**src/rtl/dsp_acc_pkg.sv**
```systemverilog
package dsp_acc_pkg;

    localparam int PW   = 32;
    localparam int AW   = 36;
    localparam int HW   = 16;
    localparam int RW   = 16;
    localparam int NACC = 2;
    localparam int DW   = $clog2(NACC);

    localparam int SW_NEG  = 15;
    localparam int SW_ZERO = 14;
    localparam int SW_LOV  = 13;
    localparam int SW_OV0  = 9;
    localparam int SW_OV1  = 4;

    localparam logic [RW-1:0] CTL_MASK = 16'h01FF;

    typedef enum logic [2:0] {
        OP_NOP  = 3'd0,
        OP_LOAD = 3'd1,
        OP_ADD  = 3'd2,
        OP_SUB  = 3'd3,
        OP_LDHI = 3'd4
    } acc_op_e;

    typedef struct packed {
        logic [6:0] rsv;
        logic       rnd_mode;
        logic       sq_mode;
        logic       y_keep;
        logic       a1_keep;
        logic       a0_keep;
        logic       a1_nosat;
        logic       a0_nosat;
        logic [1:0] align;
    } ctl_t;

    typedef struct packed {
        logic [AW-1:0] value;
        logic          math_ovf;
        logic          logic_ovf;
    } wb_res_t;

    function automatic logic [AW-1:0] sat_value(input logic neg);
        if (neg) return {{(AW-PW+1){1'b1}}, {(PW-1){1'b0}}};
        return {{(AW-PW+1){1'b0}}, {(PW-1){1'b1}}};
    endfunction

endpackage

```
**src/rtl/dsp_acc_align.sv**
```systemverilog
module dsp_acc_align
    import dsp_acc_pkg::*;
(
    input  logic [1:0]    mode,
    input  logic [PW-1:0] prod,
    output logic [AW-1:0] aligned
);
    logic [AW-1:0] ext;

    always_comb begin
        ext = {{(AW-PW){prod[PW-1]}}, prod};
        unique case (mode)
            2'b00:   aligned = ext;
            2'b01:   aligned = AW'($signed(ext) >>> 2);
            2'b10:   aligned = ext << 2;
            default: aligned = ext << 1;
        endcase
    end
endmodule

```
**src/rtl/dsp_acc_arith.sv**
```systemverilog
module dsp_acc_arith
    import dsp_acc_pkg::*;
(
    input  acc_op_e       op,
    input  logic [AW-1:0] acc,
    input  logic [AW-1:0] aligned,
    input  logic [HW-1:0] hi,
    input  logic          keep_low,
    input  logic          sat_off,
    output wb_res_t       res
);
    logic [AW:0]   lhs;
    logic [AW:0]   rhs;
    logic [AW:0]   sum;
    logic [AW-1:0] wide;
    logic          mov;

    always_comb begin
        lhs  = (op == OP_LOAD) ? '0 : {acc[AW-1], acc};
        rhs  = {aligned[AW-1], aligned};
        sum  = (op == OP_SUB) ? (lhs - rhs) : (lhs + rhs);
        wide = sum[AW-1:0];
        mov  = (|wide[AW-1:PW-1]) && !(&wide[AW-1:PW-1]);
        if (op == OP_LDHI) begin
            res.value     = {{(AW-PW){hi[HW-1]}}, hi,
                             keep_low ? acc[PW-HW-1:0] : {(PW-HW){1'b0}}};
            res.math_ovf  = 1'b0;
            res.logic_ovf = 1'b0;
        end else begin
            res.value     = (mov && !sat_off) ? sat_value(sum[AW]) : wide;
            res.math_ovf  = mov;
            res.logic_ovf = sum[AW] ^ sum[AW-1];
        end
    end
endmodule

```
**src/rtl/dsp_acc_status.sv**
```systemverilog
module dsp_acc_status
    import dsp_acc_pkg::*;
(
    input  logic [RW-1:0] cur,
    input  logic          fire,
    input  logic [DW-1:0] dst,
    input  wb_res_t       res,
    input  logic          sw_we,
    input  logic [RW-1:0] sw_wdata,
    output logic [RW-1:0] nxt
);
    always_comb begin
        nxt = cur;
        if (fire) begin
            nxt[SW_NEG]  = res.value[AW-1];
            nxt[SW_ZERO] = (res.value == '0);
            nxt[SW_LOV]  = res.logic_ovf;
            if (dst == DW'(1)) nxt[SW_OV1] = res.math_ovf;
            else               nxt[SW_OV0] = res.math_ovf;
        end
        if (sw_we) nxt = sw_wdata;
    end
endmodule

```
**src/rtl/dsp_acc_wb.sv**
```systemverilog
module dsp_acc_wb
    import dsp_acc_pkg::*;
(
    input  logic          clk,
    input  logic          rst,
    input  logic [2:0]    op_sel,
    input  logic          dst_sel,
    input  logic [31:0]   p_in,
    input  logic [15:0]   hi_in,
    input  logic          ctl_we,
    input  logic [15:0]   ctl_wdata,
    output logic [15:0]   ctl_rdata,
    input  logic          sw_we,
    input  logic [15:0]   sw_wdata,
    output logic [15:0]   sw_rdata,
    output logic [35:0]   a0_out,
    output logic [35:0]   a1_out
);
    ctl_t          ctl_q;
    logic [RW-1:0] sw_q;
    logic [RW-1:0] sw_nxt;
    logic [AW-1:0] acc_q [NACC];
    logic [AW-1:0] aligned;
    logic [AW-1:0] acc_sel;
    acc_op_e       op;
    logic          fire;
    logic [NACC-1:0] keep_bits;
    logic [NACC-1:0] nosat_bits;
    wb_res_t       res;

    assign op         = acc_op_e'(op_sel);
    assign fire       = (op == OP_LOAD) || (op == OP_ADD) ||
                        (op == OP_SUB)  || (op == OP_LDHI);
    assign acc_sel    = acc_q[dst_sel];
    assign keep_bits  = {ctl_q.a1_keep, ctl_q.a0_keep};
    assign nosat_bits = {ctl_q.a1_nosat, ctl_q.a0_nosat};

    dsp_acc_align u_align (
        .mode    (ctl_q.align),
        .prod    (p_in),
        .aligned (aligned)
    );

    dsp_acc_arith u_arith (
        .op       (op),
        .acc      (acc_sel),
        .aligned  (aligned),
        .hi       (hi_in),
        .keep_low (keep_bits[dst_sel]),
        .sat_off  (nosat_bits[dst_sel]),
        .res      (res)
    );

    dsp_acc_status u_status (
        .cur      (sw_q),
        .fire     (fire),
        .dst      (dst_sel),
        .res      (res),
        .sw_we    (sw_we),
        .sw_wdata (sw_wdata),
        .nxt      (sw_nxt)
    );

    always_ff @(posedge clk) begin
        if (rst) begin
            ctl_q <= '0;
            sw_q  <= '0;
        end else begin
            if (ctl_we) ctl_q <= ctl_t'(ctl_wdata & CTL_MASK);
            sw_q <= sw_nxt;
        end
    end

    for (genvar i = 0; i < NACC; i++) begin : g_acc
        always_ff @(posedge clk) begin
            if (rst)                                  acc_q[i] <= '0;
            else if (fire && (dst_sel == DW'(i)))     acc_q[i] <= res.value;
        end
    end

    assign ctl_rdata = ctl_q;
    assign sw_rdata  = sw_q;
    assign a0_out    = acc_q[0];
    assign a1_out    = acc_q[1];
endmodule

```
**config.mk**
```make
export PLATFORM = sky130hd
export DESIGN_NAME = dsp_acc_wb
export DESIGN_NICKNAME = d
export VERILOG_FILES = /design/src/rtl/dsp_acc_pkg.sv /design/src/rtl/dsp_acc_align.sv /design/src/rtl/dsp_acc_arith.sv /design/src/rtl/dsp_acc_status.sv /design/src/rtl/dsp_acc_wb.sv
export SDC_FILE = /design/constraint.sdc
export NUM_CORES = 1
export LEC_CHECK = 0
export BUFFER_PORTS_ARGS = -buffer_cell sky130_fd_sc_hd__buf_2
export CAP_MARGIN = 20
export CORE_MARGIN = 4
export CORE_UTILIZATION = 55
export DETAILED_ROUTE_END_ITERATION = 12
export PLACE_DENSITY = 0.87
export SYNTH_ARGS = -nofsm -noshare
export SYNTH_HDL_FRONTEND = slang
export SYNTH_SLANG_ARGS = --single-unit
```
**constraint.sdc**
```tcl
create_clock -name clk -period 11 [get_ports clk]
set_clock_uncertainty 0.05 [all_clocks]
set_input_delay 3.3 -clock clk [delete_from_list [all_inputs] [get_ports clk]]
set_output_delay 3.3 -clock clk [all_outputs]
set_load 0.02 [all_outputs]
```
==> impl_metrics.ini, run 1 <==
[power_and_ir_drop]
combPwrFrac_pct = 52.3
p_int_mw = 0.905
cellPowerDensity_nw_per_um2 = 164
swShare_pct = 43.6
clockPowerShare_pct = 19.1
power_frac_seq_pct = 28.5
power_switching_mw = 0.699
leakage_nw = 4.24
ir_drop_uv = 136

[route]
wl_per_cell_um = 20.5
drtAntennaViolNets = 0
wl_mm = 26.4
dr_total_vias = 8013
drcViolationCount = 0
viasPerCell = 6.23
first_pass_iters = 5
drtIter0Drc = 747

[sta]
setup_viol = 0
timing.final.crit_share_pct = 93.6
relSlewSlack_pct = 32.0
maxSlewViolCount = 0
tns_ns = 0
finalHoldWorstSlack_ns = 0.453
hold_viol = 0
rsz0062_at_grt = false
min_period_ns = 10.29
tightest_slew_ns = 1.02
finalWorstSetupSlack_ns = 0.708
max_freq_mhz = 97.2

[floorplan]
rows = 45
die_w_um = 132
dieArea_um2 = 17500
ios = 192
core_um2 = 15200
start_util_pct = 55.9
die_h_um = 132

[synthesis]
async_reset_ff_share_pct = 0
synth_flop_cell = edfxtp_1
syn_area_per_cell_um2 = 8.95
synth_common_cells = nor2_1 (191), edfxtp_1 (72), a21oi_1 (68)
yosysTopAreaCellShare_pct = 25.4
synth-edff-count = 72
yosys-top-cells-area = edfxtp_1 (25%), nor2_1 (8.4%), mux4_2 (7.7%)
synth_cells = 950
ys_seq_area_share_pct = 31.3
synth.most_common_cell = nor2_1
ys_ff_latch = 97
netlist_area_um2 = 8500
ys.warnings.count = 0
ys_types = 78
yosysTopAreaCell = edfxtp_1

[setup_path]
cpMostUsedCell = nand2_1
worstPathRequired_ns = 11.22
rr_endpoint = sw_rdata[14]$_SDFFE_PP0P_
cpMaxStageDelayCell = a221oi_1
r2r-start = ctl_rdata[1]$_SDFFE_PP0P_
max_stage_delay_ns = 0.61
worstRegToRegCells = 27
criticalPathCategory = in2reg
start_kind = primary input
endpoint_kind = flip-flop
crit_arrival_ns = 10.51
r2r_slack_ns = 2.99
crit_fanout = 12

[global_routing]
grt_pass1_wl_mm = 40.7
antenna_found_initial = 0
grt_usage_pct = 29.2
gr-max-usage-layer = met2
grt_pass1_vias = 7561
grt_max_degree = 40
gr-usage-met1_pct = 38.1
grt.overflow.total = 0
grtUsageMet3_pct = 6.98
use_met2_pct = 47.8

[hold_path]
hold_depth = 2
holdCritStartpoint = ctl_rdata[7]$_SDFFE_PP0P_
worst_hold_path.endpoint = ctl_rdata[7]$_SDFFE_PP0P_
hp-class = reg2reg

[outcome]
status = completed

[cells_and_area]
antennaDiodeCount = 0
finalInstanceArea_um2 = 9790
layout-drive-gt1-share_pct = 24.2
utilization_pct = 64.4
nets = 1219
nFillCells = 1251
area_growth_pct = 15.1

[place]
pre_cts_ws_ns = 0.502
placed_cell_area_um2 = 9490
place_congestion = 0.985
hpwl_mm = 20.6
io_buffers = 177

[clock_network]
path_clk_slew_ns = 0.07
cts_resized = 0
numClockSinks = 97
max-clock-path-buffers = 2
clock_tree.root_cell = clkbuf_16
cts_max_level = 3
postCtsSetupBuffers = 0
clkLatencyLatePin_ns = 0.37
cts_buffers = 9
cts_tree = done
postCtsHoldBufs = 0

[job]
cap_violations = 0
[kinds of logic (layout without fill, tap and decap cells)]
family                     after synthesis  after routing  share of synthesized area [%]
other                                    1              7                         0.0441
DFF                                     97             97                           31.3
adders and majority gates               38             38                           5.68
and+or+nand+nor                        337            337                           17.9
xor gates and xnor gates                71             71                           7.74
buffers and inverters                   85            227                           4.34
muxes                                   94             94                           15.4
AOI/OAI and AO/OA                      227            227                           17.6
[cell type report]
type / count / area, um^2 / area share [%]
clock buffer: 11 / 243 / 2.48
clock inverter: 5 / 37.5 / 0.383
inverter: 20 / 75.1 / 0.767
multi-input combinational: 774 / 5520 / 56.4
sequential: 97 / 2660 / 27.2
tap: 188 / 235 / 2.40
timing repair buffer: 191 / 1020 / 10.4
[flip-flops by register name (all words and copies together), names as in the netlist]
| register | count |
|---|---|
| acc_q | 72 |
| sw_rdata | 16 |
| ctl_rdata | 9 |
[through the flow]
stage | total power, mW | instances
global placement | 1.27 | 1268
floorplan | 1.05 | 956
CTS | 1.59 | 1285
detailed placement | 1.28 | 1269
finish | 1.60 | 1286
global route | 1.69 | 1286
[cells in the final DEF (no fill, tap or decap), drive strengths merged, types with 29 or more instances in the layout]
cell and n:
buf 191, mux4 29, nor2 192, o21ai 49
edfxtp 72, a21oi 69, mux2i 62, xnor2 41
nand2 48, ha 37
[routing by layer]
metal	up-vias	share of wire [%]
met4	0	3.3
met2	398	48
met1	3784	41
met5	-	0
li1	3773	-
met3	58	8.4
[critical path, delay by kind of cell]
family	cells	cell delay [ns]
simple gates	15	3.33
compound gates	6	1.81
xor+xnor	2	0.73
mux	1	0.52
fa+ha+maj	1	0.45
buf+inv	2	0.35
[worst max-delay path by stage]
| stage | start | endpoint | slack (ns) |
|---|---|---|---|
| 2_1_floorplan | p_in[2] | sw_rdata[14]$_SDFFE_PP0P_ | 1.64 |
| 3_3_place_gp | p_in[2] | sw_rdata[14]$_SDFFE_PP0P_ | 0.63 |
| 3_5_place_dp | p_in[3] | sw_rdata[14]$_SDFFE_PP0P_ | 0.50 |
| 4_1_cts | p_in[3] | sw_rdata[14]$_SDFFE_PP0P_ | 0.85 |
| 5_1_grt | p_in[10] | sw_rdata[14]$_SDFFE_PP0P_ | 0.28 |
| 6_report | p_in[3] | sw_rdata[14]$_SDFFE_PP0P_ | 0.71 |
[power by group through the flow]
stage	Sequential (mW)	Combinational [mW]	Clock, mW
detailed placement	0.468	0.815	0
global placement	0.466	0.807	0
floorplan	0.510	0.542	0
finish	0.458	0.840	0.307
CTS	0.460	0.820	0.307
global route	0.462	0.907	0.323
Note: power is estimated with default switching activity, not from simulation.
==> run 2, diff against run 1 <==
Settings changed: ABC_AREA from default to 1, PLACE_DENSITY 0.87 to 0.86.
==> impl_metrics.ini, run 2 <==
[floorplan]
ios = 192
core_um2 = 16700
rows = 47
start_util_pct = 56.4
dieArea_um2 = 19300
die_w_um = 139
die_h_um = 139

[sta]
max_freq_mhz = 112
min_period_ns = 8.90
finalHoldWorstSlack_ns = 0.445
setup_viol = 0
tightest_slew_ns = 0.978
hold_viol = 0
maxSlewViolCount = 0
timing.final.crit_share_pct = 80.9
tns_ns = 0
relSlewSlack_pct = 34.7
rsz0062_at_grt = false
finalWorstSetupSlack_ns = 2.10

[clock_network]
cts_max_level = 3
cts_resized = 0
path_clk_slew_ns = 0.07
clkLatencyLatePin_ns = 0.35
postCtsSetupBuffers = 0
cts_buffers = 9
clock_tree.root_cell = clkbuf_16
numClockSinks = 97
max-clock-path-buffers = 2
postCtsHoldBufs = 0
cts_tree = done

[cells_and_area]
nFillCells = 1602
regArea_um2 = 2660
regMostFlops = acc_q
antennaDiodeCount = 0
mostFrequentLayoutCell = nand2_1
largest_register_ffs = 72
multiInputGateArea_um2 = 5750
layout-drive-gt1-share_pct = 14.5
nets = 1821
layout_common_cells = nand2_1 (522), nor2_1 (244), inv_1 (197), buf_2 (177), nand3_1 (98)
area_growth_pct = 13.2

[hold_path]
holdCritStartpoint = sw_rdata[15]$_SDFFE_PP0P_
hp-class = reg2reg
hold_depth = 2
worst_hold_path.endpoint = sw_rdata[15]$_SDFFE_PP0P_

[power_and_ir_drop]
cellPowerDensity_nw_per_um2 = 139
p_int_mw = 0.820
leakage_nw = 5.82
clockPowerShare_pct = 19.7
power_frac_seq_pct = 30.4
swShare_pct = 44.5
power_switching_mw = 0.658
combPwrFrac_pct = 49.9
ir_drop_uv = 112

[setup_path]
rr_endpoint = sw_rdata[14]$_SDFFE_PP0P_
worstRegToRegCells = 40
cp_num_buf_inv = 7
crit_arrival_ns = 9.13
r2r-start = ctl_rdata[1]$_SDFFE_PP0P_
r2r_slack_ns = 3.87
cpMaxStageDelayCell = ha_1
criticalPathCategory = in2reg
cpMostUsedCell = nor2_1
cpLargestDelayFamily = simple AND/OR/NAND/NOR gates
max_stage_delay_ns = 0.34
worstPathRequired_ns = 11.24
crit_fanout = 25
endpoint_kind = flip-flop
start_kind = primary input

[place]
hpwl_mm = 21.8
pre_cts_ws_ns = 1.93
io_buffers = 177
place_congestion = 0.982

[route]
viasPerCell = 5.29
wl_mm = 27.6
dr_total_vias = 10200
drcViolationCount = 0
wl_per_cell_um = 14.4
drtIter0Drc = 1048
first_pass_iters = 5
drtAntennaViolNets = 0

[synthesis]
yosysTopAreaCell = edfxtp_1
yosysTopAreaCellShare_pct = 22.9
ys_types = 51
synth-edff-count = 72
synth_flop_cell = edfxtp_1
synth.most_common_cell = nand2_1
synth_cells = 1551
syn_area_per_cell_um2 = 6.08
netlist_area_um2 = 9420
ys_seq_area_share_pct = 28.3
synth_common_cells = nand2_1 (522), nor2_1 (244), inv_1 (197)
yosys-top-cells-area = edfxtp_1 (23%), nand2_1 (21%), nor2_1 (9.7%)
ys.warnings.count = 0
async_reset_ff_share_pct = 0
ys_ff_latch = 97

[global_routing]
grt_max_degree = 56
grt.overflow.total = 0
grt_usage_pct = 27.8
grt_pass1_vias = 9576
grt_pass1_wl_mm = 44.9
antenna_found_initial = 0

[job]
cap_violations = 0

[outcome]
status = completed
-- run 2: metal layers --
layer  track usage, %  vias up  wire length [um]
met5                0        -                 0
met4             10.4        0               931
met3             4.55       67              1920
met2             49.3      433             13600
met1             34.0     4516             11200
li1                 -     5142                 -
-- run 2: worst reg2reg max path: cells and delay by family (launching register included) --
kind	cells	cell delay [ns]
buf+inv	7	0.64
flops	1	0.96
xor+xnor	1	0.30
compound gates	3	0.50
simple gates	27	4.10
fa+ha+maj	2	0.54
-- run 2: cell type report --
type | instances | share of cell area, %
Tap cell | 220 | 2.58
Inverter | 203 | 7.15
Clock inverter | 6 | 0.387
Multi-Input combinational cell | 1199 | 53.9
Sequential cell | 97 | 25.0
Timing Repair Buffer | 185 | 8.87
Clock buffer | 10 | 2.15
-- run 2: worst max path at each step --
stage	cells after the start	slack, ns	startpoint	endpoint
2_1_floorplan	38	3.34	p_in[0]	sw_rdata[14]$_SDFFE_PP0P_
3_3_place_gp	41	2.09	p_in[0]	sw_rdata[14]$_SDFFE_PP0P_
3_5_place_dp	41	1.93	p_in[0]	sw_rdata[14]$_SDFFE_PP0P_
4_1_cts	41	2.22	p_in[0]	sw_rdata[14]$_SDFFE_PP0P_
5_1_grt	40	1.57	p_in[0]	sw_rdata[14]$_SDFFE_PP0P_
6_report	39	2.10	p_in[0]	sw_rdata[14]$_SDFFE_PP0P_
-- run 2: kinds of logic (layout without fill, tap and decap cells) --
family	Yosys count	in the layout	share of synthesized area (%)
AO/OA/AOI/OAI	154	154	8.79
AND/OR/NAND/NOR	940	940	41.2
XOR/XNOR	60	60	5.58
flip-flops	97	97	28.3
adder cells (fa/ha/maj)	38	38	5.12
buffers and inverters	261	404	11.0
other	1	7	0.0398
-- run 2: through the flow --
step	power, mW	instances	utilization [%]	instance area [um^2]
final	1.48	1920	63.9	10700
after CTS	1.47	1920	63.9	10700
after global placement	1.17	1904	62.2	10400
after detailed placement	1.18	1904	62.2	10400
after global routing	1.59	1920	63.9	10700
after floorplan	0.995	1557	-	9450
-- run 2: power groups by stage --
stage	sequential, mW	clock [mW]	combinational, mW
floorplan	0.492	0	0.502
global placement	0.456	0	0.716
detailed placement	0.457	0	0.727
CTS	0.449	0.291	0.732
global route	0.453	0.309	0.827
finish	0.450	0.291	0.737
==> run 3, diff against run 2 <==
Settings changed: CORE_UTILIZATION 55 to 51, PLACE_DENSITY 0.86 to 0.84.
Clock period 11 ns to 7.4 ns, I/O delays scaled along.
==> impl_metrics.ini, run 3 (same netlist as run 2, synthesis figures left out) <==
[power_and_ir_drop]
leakage_nw = 6.59
ir_drop_uv = 234
power_switching_mw = 1.10
cellPowerDensity_nw_per_um2 = 216
p_int_mw = 1.53
clockPowerShare_pct = 19.6
power_frac_seq_pct = 25.4
finalPower_mw = 2.63
combPwrFrac_pct = 55.0
swShare_pct = 41.8

[cells_and_area]
mostFrequentLayoutCell = nand2_1
layout-drive-gt1-share_pct = 25.0
nFillCells = 1558
largest_register_ffs = 72
layout.cells.non_filler = 2052
area_growth_pct = 29.2
antennaDiodeCount = 0
regMostFlops = acc_q
nets = 1944
layout_common_cells = nand2_1 (499), nor2_1 (219), inv_1 (190), buf_2 (175), buf_4 (119)

[hold_path]
hp-class = reg2reg
holdCritStartpoint = sw_rdata[15]$_SDFFE_PP0P_
worst_hold_path.endpoint = sw_rdata[15]$_SDFFE_PP0P_
hold_depth = 2

[setup_path]
endpoint_kind = flip-flop
cpMaxStageDelayCell = ha_1
crit_arrival_ns = 7.33
crit_fanout = 6
r2r-start = ctl_rdata[1]$_SDFFE_PP0P_
start_kind = primary input
max_stage_delay_ns = 0.34
rr_endpoint = acc_q[1][4]$_SDFFCE_PN0P_
r2r_slack_ns = 0.69
worstRegToRegCells = 36
worstPathRequired_ns = 7.44
criticalPathCategory = in2reg

[place]
dp_cells = 2011
io_buffers = 177
place_congestion = 0.981
hpwl_mm = 22.9

[sta]
relSlewSlack_pct = 35.8
tightest_slew_ns = 0.962
tns_ns = 0
timing.final.crit_share_pct = 98.5
min_period_ns = 7.29
hold_viol = 0
rsz0062_at_grt = true
setup_viol = 0
maxSlewViolCount = 0
max_freq_mhz = 137

[floorplan]
dieArea_um2 = 20700
rows = 49
core_um2 = 18100
die_h_um = 144
start_util_pct = 52.1
ios = 192
die_w_um = 144

[clock_network]
max-clock-path-buffers = 2
numClockSinks = 97
cts_tree = done
clkLatencyLatePin_ns = 0.35
cts_max_level = 3
clock_tree.root_cell = clkbuf_16
path_clk_slew_ns = 0.07
cts_buffers = 9
postCtsHoldBufs = 0

[route]
wl_mm = 30.1
dr_total_vias = 10800
viasPerCell = 5.28
topRoutingLayerUsed = met4
dr_wl_met3_mm = 2.37
drcViolationCount = 0
dr_wl_met2_mm = 15.1
wl_met1_mm = 11.7
wl_per_cell_um = 14.7
drtIter0Drc = 1031
drtAntennaViolNets = 0
first_pass_iters = 5

[global_routing]
grt.overflow.total = 0
grt_pass1_wl_mm = 45.0
grt_max_degree = 55
grt_pass1_vias = 9832
grt_usage_pct = 26.9
antenna_found_initial = 0

[job]
cap_violations = 0

[outcome]
status = completed
run 3: cell types whose count changed in the layout (fill, tap and decap cells not counted), sizes merged:
cell	delta
buf	+120
clkbuf	+3
bufinv	+2
clkinv	-1
clkinvlp	-1
inv	-1
nand3	+1
run 3: worst max-delay path by stage:
| stage | from | end |
|---|---|---|
| global route | p_in[1] | sw_rdata[14]$_SDFFE_PP0P_ |
| detailed placement | p_in[0] | sw_rdata[14]$_SDFFE_PP0P_ |
| floorplan | p_in[0] | sw_rdata[14]$_SDFFE_PP0P_ |
| global placement | p_in[0] | sw_rdata[14]$_SDFFE_PP0P_ |
| finish | p_in[1] | acc_q[1][4]$_SDFFCE_PN0P_ |
| CTS | p_in[0] | sw_rdata[14]$_SDFFE_PP0P_ |
run 3: timing repair:
action                                  CTS  global route
setup buffers                             0            22
resized for setup                         0           132
hold endpoints to repair                  0             0
endpoints found under the setup margin    0            53
run 3: worst max-delay path, delay by kind of cell:
kind          cells  cell delay (ns)
xor+xnor          1             0.15
fa+ha+maj         1             0.34
buf+inv           8             0.93
simple gates     25             3.68
run 3: per-stage QoR:
step / instance area [um^2] / hold slack, ns / utilization [%] / worst slack (ns)
after floorplan: 9450 / 0.498 / - / 0.816
after global placement: 11200 / 0.413 / 61.7 / -0.0836
after detailed placement: 11200 / 0.432 / 61.7 / -0.264
after CTS: 11500 / 0.454 / 63.5 / 0.0261
after global routing: 12200 / 0.472 / 67.3 / -0.222
final: 12200 / 0.449 / 67.3 / 0.113
run 3: metal layers:
| layer | vias to the layer above | track usage [%] |
|---|---|---|
| met4 | 0 | 8.62 |
| met2 | 462 | 48.3 |
| met1 | 4900 | 32.5 |
| met5 | - | 0 |
| met3 | 74 | 4.76 |
| li1 | 5389 | - |
run 3: power by group through the flow:
stage	Combinational [mW]	Sequential [mW]	Clock [mW]
after CTS	1.28	0.668	0.519
after global placement	1.26	0.678	0
after floorplan	0.746	0.732	0
final	1.45	0.669	0.515
after detailed placement	1.27	0.679	0
after global routing	1.59	0.673	0.542
run 3: final cells by class:
class | count | area [um^2] | area share, %
multi-input combinational | 1200 | 6170 | 50.7
sequential | 97 | 2660 | 21.9
timing repair buffer | 307 | 1960 | 16.1
inverter | 203 | 768 | 6.31
tap | 229 | 287 | 2.35
clock buffer | 11 | 243 | 1.99
clock inverter | 5 | 87.6 | 0.719
